**src/rtl/vwn_pkg.sv**
```systemverilog
package vwn_pkg;

  localparam int REG_IDX_W = 5;
  localparam int BOUND_W   = REG_IDX_W + 1;

  typedef enum logic [1:0] {
    CLS_WIDE_SS = 2'd0,
    CLS_WIDE_WS = 2'd1,
    CLS_NARROW  = 2'd2,
    CLS_RSVD    = 2'd3
  } opClass_e;

  typedef struct packed {
    logic capture;
    logic drop;
  } ctrlStrobe_t;

  function automatic logic groupsCollide(
    input logic [BOUND_W-1:0] aBase, input logic [BOUND_W-1:0] aSize,
    input logic [BOUND_W-1:0] bBase, input logic [BOUND_W-1:0] bSize);
    groupsCollide = (aBase < (bBase + bSize)) && (bBase < (aBase + aSize));
  endfunction

endpackage

```
**src/rtl/vwn_ctrl.sv**
```systemverilog
module vwn_ctrl
  import vwn_pkg::*;
(
  input  logic        clk,
  input  logic        rst,
  input  logic        inValid,
  output ctrlStrobe_t strb,
  output logic        outValid
);

  always_comb begin
    strb.capture = inValid & ~rst;
    strb.drop    = ~inValid | rst;
  end

  always_ff @(posedge clk) begin
    if (rst) outValid <= 1'b0;
    else     outValid <= inValid;
  end

  assert_valid_follows_R2: assert property (@(posedge clk) disable iff (rst)
    inValid |=> outValid);
  assert_idle_quiet_R2: assert property (@(posedge clk) disable iff (rst)
    !inValid |=> !outValid);

endmodule

```
**src/rtl/vwn_datapath.sv**
```systemverilog
module vwn_datapath
  import vwn_pkg::*;
#(
  parameter int ELEN = 64
) (
  input  logic                 clk,
  input  logic                 rst,
  input  ctrlStrobe_t          strb,
  input  logic [REG_IDX_W-1:0] rdIdx,
  input  logic [REG_IDX_W-1:0] rs1Idx,
  input  logic [REG_IDX_W-1:0] rs2Idx,
  input  logic                 unmasked,
  input  logic [1:0]           lmulLog2,
  input  logic [1:0]           sewCode,
  input  logic                 unitOn,
  input  logic [1:0]           opClass,
  input  logic                 vs1IsVec,
  output logic                 outIllegal
);

  localparam int SEW_W = 9;

  logic [BOUND_W-1:0]   grpOne, grpTwo;
  logic [REG_IDX_W-1:0] maskOne, maskTwo;
  logic [BOUND_W-1:0]   rdB, rs1B, rs2B;
  logic [SEW_W-1:0]     dblSew;
  logic commonBad;
  logic rdAlTwoBad, rdAlOneBad, rs1AlOneBad, rs2AlOneBad, rs2AlTwoBad;
  logic wideRs2Hit, wideRs1Hit, narrowRs2Hit;
  logic wideBad, wideWsBad, narrowBad, illegalNext;

  always_comb begin
    grpOne  = BOUND_W'(1) << lmulLog2;
    grpTwo  = grpOne << 1;
    maskOne = REG_IDX_W'(grpOne - BOUND_W'(1));
    maskTwo = REG_IDX_W'(grpTwo - BOUND_W'(1));
    rdB     = {1'b0, rdIdx};
    rs1B    = {1'b0, rs1Idx};
    rs2B    = {1'b0, rs2Idx};
    dblSew  = SEW_W'(16) << sewCode;

    commonBad = ~unitOn || (lmulLog2 == 2'd3) || (int'(dblSew) > ELEN);

    rdAlTwoBad  = (rdIdx  & maskTwo) != '0;
    rdAlOneBad  = (rdIdx  & maskOne) != '0;
    rs1AlOneBad = (rs1Idx & maskOne) != '0;
    rs2AlOneBad = (rs2Idx & maskOne) != '0;
    rs2AlTwoBad = (rs2Idx & maskTwo) != '0;

    wideRs2Hit   = groupsCollide(rdB, grpTwo, rs2B, grpOne);
    wideRs1Hit   = groupsCollide(rdB, grpTwo, rs1B, grpOne);
    narrowRs2Hit = groupsCollide(rdB, grpOne, rs2B, grpTwo);

    wideBad   = rdAlTwoBad || (~unmasked && rdIdx == '0);
    wideWsBad = vs1IsVec && (rs1AlOneBad || wideRs1Hit);
    narrowBad = rs2AlTwoBad || rdAlOneBad || narrowRs2Hit
             || (~unmasked && lmulLog2 != 2'd0 && rdIdx == '0)
             || (vs1IsVec && rs1AlOneBad);

    unique case (opClass_e'(opClass))
      CLS_WIDE_SS: illegalNext = commonBad || wideBad || wideRs2Hit
                                 || rs2AlOneBad || wideWsBad;
      CLS_WIDE_WS: illegalNext = commonBad || wideBad || rs2AlTwoBad
                                 || wideWsBad;
      CLS_NARROW:  illegalNext = commonBad || narrowBad;
      default:     illegalNext = 1'b1;
    endcase
  end

  always_ff @(posedge clk) begin
    if (rst)              outIllegal <= 1'b0;
    else if (strb.capture) outIllegal <= illegalNext;
    else if (strb.drop)   outIllegal <= 1'b0;
  end

  assert_unit_off_R1: assert property (@(posedge clk) disable iff (rst)
    (strb.capture && !unitOn) |=> outIllegal);
  assert_lmul_cap_R1: assert property (@(posedge clk) disable iff (rst)
    (strb.capture && lmulLog2 == 2'd3) |=> outIllegal);
  assert_masked_v0_R4: assert property (@(posedge clk) disable iff (rst)
    (strb.capture && opClass < 2'd2 && !unmasked && rdIdx == '0) |=> outIllegal);
  assert_reserved_cls_R10: assert property (@(posedge clk) disable iff (rst)
    (strb.capture && opClass == 2'd3) |=> outIllegal);
  assert_idle_low_R2: assert property (@(posedge clk) disable iff (rst)
    !strb.capture |=> !outIllegal);

endmodule

```
**src/rtl/vwn_legality_check.sv**
```systemverilog
module vwn_legality_check
  import vwn_pkg::*;
#(
  parameter int ELEN = 64
) (
  input  logic       clk,
  input  logic       rst,
  input  logic       inValid,
  input  logic [4:0] rdIdx,
  input  logic [4:0] rs1Idx,
  input  logic [4:0] rs2Idx,
  input  logic       unmasked,
  input  logic [1:0] lmulLog2,
  input  logic [1:0] sewCode,
  input  logic       unitOn,
  input  logic [1:0] opClass,
  input  logic       vs1IsVec,
  output logic       outValid,
  output logic       outIllegal
);

  ctrlStrobe_t strb;

  vwn_ctrl i_ctrl (
    .clk(clk), .rst(rst), .inValid(inValid), .strb(strb), .outValid(outValid)
  );

  vwn_datapath #(.ELEN(ELEN)) i_dp (
    .clk(clk), .rst(rst), .strb(strb),
    .rdIdx(rdIdx), .rs1Idx(rs1Idx), .rs2Idx(rs2Idx), .unmasked(unmasked),
    .lmulLog2(lmulLog2), .sewCode(sewCode), .unitOn(unitOn),
    .opClass(opClass), .vs1IsVec(vs1IsVec), .outIllegal(outIllegal)
  );

endmodule

```
**config.mk**
```make
export PLATFORM = sky130hd
export DESIGN_NAME = vwn_legality_check
export DESIGN_NICKNAME = d
export VERILOG_FILES = /design/src/rtl/vwn_pkg.sv /design/src/rtl/vwn_ctrl.sv /design/src/rtl/vwn_datapath.sv /design/src/rtl/vwn_legality_check.sv
export SDC_FILE = /design/constraint.sdc
export NUM_CORES = 1
export LEC_CHECK = 0
export ABC_CLOCK_PERIOD_IN_PS = 3000
export BUFFER_PORTS_ARGS = -buffer_cell sky130_fd_sc_hd__buf_2
export CAP_MARGIN = 30
export CORE_MARGIN = 5
export CORE_UTILIZATION = 52
export CTS_CLUSTER_SIZE = 40
export DETAILED_ROUTE_END_ITERATION = 8
export GPL_TIMING_DRIVEN = 0
export PLACE_DENSITY = 0.84
export SLEW_MARGIN = 20
export SYNTH_ARGS = -nofsm -noshare
export SYNTH_HDL_FRONTEND = slang
export SYNTH_HIERARCHICAL = 1
export SYNTH_SLANG_ARGS = --single-unit
```
**constraint.sdc**
```tcl
create_clock -name clk -period 3 [get_ports clk]
set_clock_uncertainty 0.2 [all_clocks]
set_input_delay 0.6 -clock clk [delete_from_list [all_inputs] [get_ports clk]]
set_output_delay 0.6 -clock clk [all_outputs]
set_load 0.01 [all_outputs]
```
==> results.cfg <==
[clock_tree]
cts-hold-fix-buffers = 0
cts_root_buffer = sky130_fd_sc_hd__clkbuf_4
cts-buffers-inserted = 3
clock_latency_ns = 0.23
cts.htree.levels = 1
cts.sinks = 2
tritoncts = built
max-clock-path-buffers = 2
clk_transition_reported_paths_ns = 0.03

[pwr]
p_total_mw = 0.494
powerDensity_mw_per_mm2 = 224
power.ir.vdd_worst_uv = 107
leakage_nw = 0.991

[floorplan]
placement_rows = 20
width_of_the_chip_um = 66.6
floorplan.initialDensity_pct = 54.6
die_y_um = 66.6
io_pins = 29
floorplan.die_area_mm2 = 0.00444
core_area_mm2 = 0.00305

[placed_design]
dpl.hpwl_um = 3570
port_buffer_cells = 28
placedInstanceArea_mm2 = 0.00188
gp_congestion = 0.840

[synthesis]
synth_cells = 224
syn-cell-area_mm2 = 0.00167
count_of_cell_types_in_the_netlist = 42
postSynthRegisterBits = 2
ys_dominant_reg_cell = sky130_fd_sc_hd__dfxtp_1
synth_seq_area_share_pct = 2.40
mapped_nets = 296
ys_warnings = 6
synth_enable_flop_cells = 0
syn_area_per_cell_um2 = 7.44
async_reset_ff_share_pct = 0

[setup_path]
cp_slowest_cell = sky130_fd_sc_hd__a221o_1
worst-setup-path-type = in2reg
reg2regPathDepth = 3
timing.critical_path.required_ns = 2.96
critical_path.endpoint_type = register
crit_family = compound AO/OA/AOI/OAI gates
crit_path_cell_trace = buf_4 -> and2b_2 -> inv_4 -> xnor2_2 -> ha_4 -> a21oi_2 -> o221ai_2 -> xnor2_1 -> ha_1 -> a21oi_1 -> o21ai_1 -> nand3_1 -> a22oi_1 -> a221o_1 -> a211oi_2
critical_path_arrival_ns = 3.12
critical_path_buf_inv_count = 2
rrSetupSlack_ns = 2.02
start_point_of_the_critical_path = lmulLog2[0]
worst_setup_path_start_kind = input port
critical_path.reg2reg.startpoint = i_dp/outIllegal$_SDFFE_PP0P_
max_stage_delay_ns = 0.37
timing.critical_path.fanout_max = 8
crit-reg2reg-capture = i_dp/outIllegal$_SDFFE_PP0P_

[final_layout]
layout_commonest_cell = sky130_fd_sc_hd__ha_1
fillerInstances = 237
layout.nets = 340
postLayoutCoreUtil_pct = 72.1
layout_common_cells = sky130_fd_sc_hd__ha_1 (34), sky130_fd_sc_hd__buf_2 (27), sky130_fd_sc_hd__a21oi_1 (23), sky130_fd_sc_hd__inv_1 (17), sky130_fd_sc_hd__nand2_1 (15)
layout.cell_area.non_filler_mm2 = 0.00220
n_antenna_cell = 0
final_layout_size_suffix_gt1_share_pct = 29.7
layout-area-overhead-vs-synth_pct = 32.1

[global_routing]
first_global_vias = 1902
pin_count_of_the_biggest_net_entering_global_routing = 11
grtUsageTotal_pct = 25.2
grt_antenna_before_repair = 0
global_route.overflow_total = 0
grt_pass1_wl_um = 8730

[sta]
setup_viol = 1
final.setup.tns_ns = -0.158
rsz0062_at_grt = yes
maxClockFrequency_mhz = 317
worst_hold_slack_ns = 0.372
finalCritPeriodShare_pct = 105
max-slew-margin-rel_pct = 68.9
worst_slack_ns = -0.158
tightestPinTransition_ns = 0.466
finalMaxSlewViolations = 0
final_hold_viol_count = 0
post-route-min-period_ns = 3.16

[drt]
drt_pre_antenna_iters = 5
detailroute.via_count = 1966
totalWireLength_um = 5630
drc = 0
wl_per_instance_um = 18.1
detail-route-antenna-nets = 0
initialDrtViolationCount = 149
viasPerCell = 6.34

[run_status]
violated_checks = setup timing
run_status = complete, but fails checks

[hold_path]
min_path_cells = 2
hold_path_startpoint = rst
whs_endpoint = i_ctrl/outValid$_SDFF_PP0_
hold_path.class = in2reg

[flow_run]
drv.max_cap_violation_count = 0
## flip-flops by register name, indices dropped and copies added (netlist names)
register         flops
i_dp/outIllegal      1
i_ctrl/outValid      1
## metal layers
| layer | wire length (µm) | vias to the layer above | share of wire, % | track usage (%) |
|---|---|---|---|---|
| li1 | - | 922 | - | - |
| met1 | 2320 | 902 | 41 | 32.1 |
| met2 | 2610 | 125 | 46 | 42.2 |
| met3 | 514 | 17 | 9.1 | 3.20 |
| met4 | 180 | 0 | 3.2 | 10.4 |
| met5 | 0 | - | 0 | 0 |
## stage by stage
| step | worst slack [ns] | instances |
|---|---|---|
| 2_1_floorplan | 0.00388 | 224 |
| 3_3_place_gp | -0.458 | 296 |
| 3_5_place_dp | -0.455 | 296 |
| 4_1_cts | 0.00802 | 308 |
| 5_1_grt | -0.232 | 310 |
| 6_report | -0.158 | 310 |
## power breakdown
part	switching [mW]	leakage, nW	internal, mW	total, mW
Sequential	0.000319	0.0166	0.0281	0.0285
Combinational	0.219	0.961	0.182	0.400
Clock	0.0201	0.0138	0.0445	0.0647
Total	0.239	0.991	0.255	0.494
## cells by family after synthesis
family / count (synthesis) / share of synthesized area, %
buf+inv: 25 / 6.38
simple gates: 51 / 15.3
fa+ha+maj: 47 / 35.0
xor+xnor: 18 / 9.46
compound gates: 81 / 31.5
flops: 2 / 2.40
## repair_timing
action / in CTS / in global routing
pin swaps: 25 / 24
setup buffers: 9 / 2
resized for setup: 31 / 19
setup endpoints to repair: 1 / 1
## synth_stat cells, drive strengths merged (3+ instances only)
| master | instances | area, µm² |
|---|---|---|
| a31oi | 3 | 18.8 |
| a221o | 3 | 30.0 |
| a211o | 4 | 35.0 |
| nor2b | 6 | 37.5 |
| o211ai | 3 | 22.5 |
| a21oi | 30 | 154 |
| nand2 | 15 | 56.3 |
| nor2 | 8 | 30.0 |
| buf | 3 | 23.8 |
| nand2b | 6 | 37.5 |
| clkbuf | 4 | 15.0 |
| o221ai | 6 | 52.6 |
| xnor2 | 13 | 114 |
| inv | 18 | 67.6 |
| xor2 | 5 | 43.8 |
| o21ai | 16 | 80.1 |
| a211oi | 4 | 35.0 |
| ha | 45 | 563 |
| nand3 | 7 | 35.0 |
## area by class of cell
type | count | area [µm²] | area share, %
buffer | 7 | 47.5 | 2.16
clock buffer | 3 | 22.5 | 1.02
inverter | 18 | 70.1 | 3.18
multi-input combinational | 197 | 1730 | 78.5
sequential | 2 | 40.0 | 1.82
tap | 44 | 55.1 | 2.50
timing repair buffer | 39 | 239 | 10.9
## how the worst max path moves through the flow
| stage | endpoint | slack, ns | depth (start not counted) |
|---|---|---|---|
| finish | i_dp/outIllegal$_SDFFE_PP0P_ | -0.16 | 15 |
| global route | i_dp/outIllegal$_SDFFE_PP0P_ | -0.23 | 16 |
| detailed placement | i_dp/outIllegal$_SDFFE_PP0P_ | -0.45 | 14 |
| global placement | i_dp/outIllegal$_SDFFE_PP0P_ | -0.46 | 14 |
| CTS | i_dp/outIllegal$_SDFFE_PP0P_ | 0.008 | 14 |
| floorplan | i_dp/outIllegal$_SDFFE_PP0P_ | 0.004 | 13 |
No activity file was read; power rests on OpenSTA's default activity.
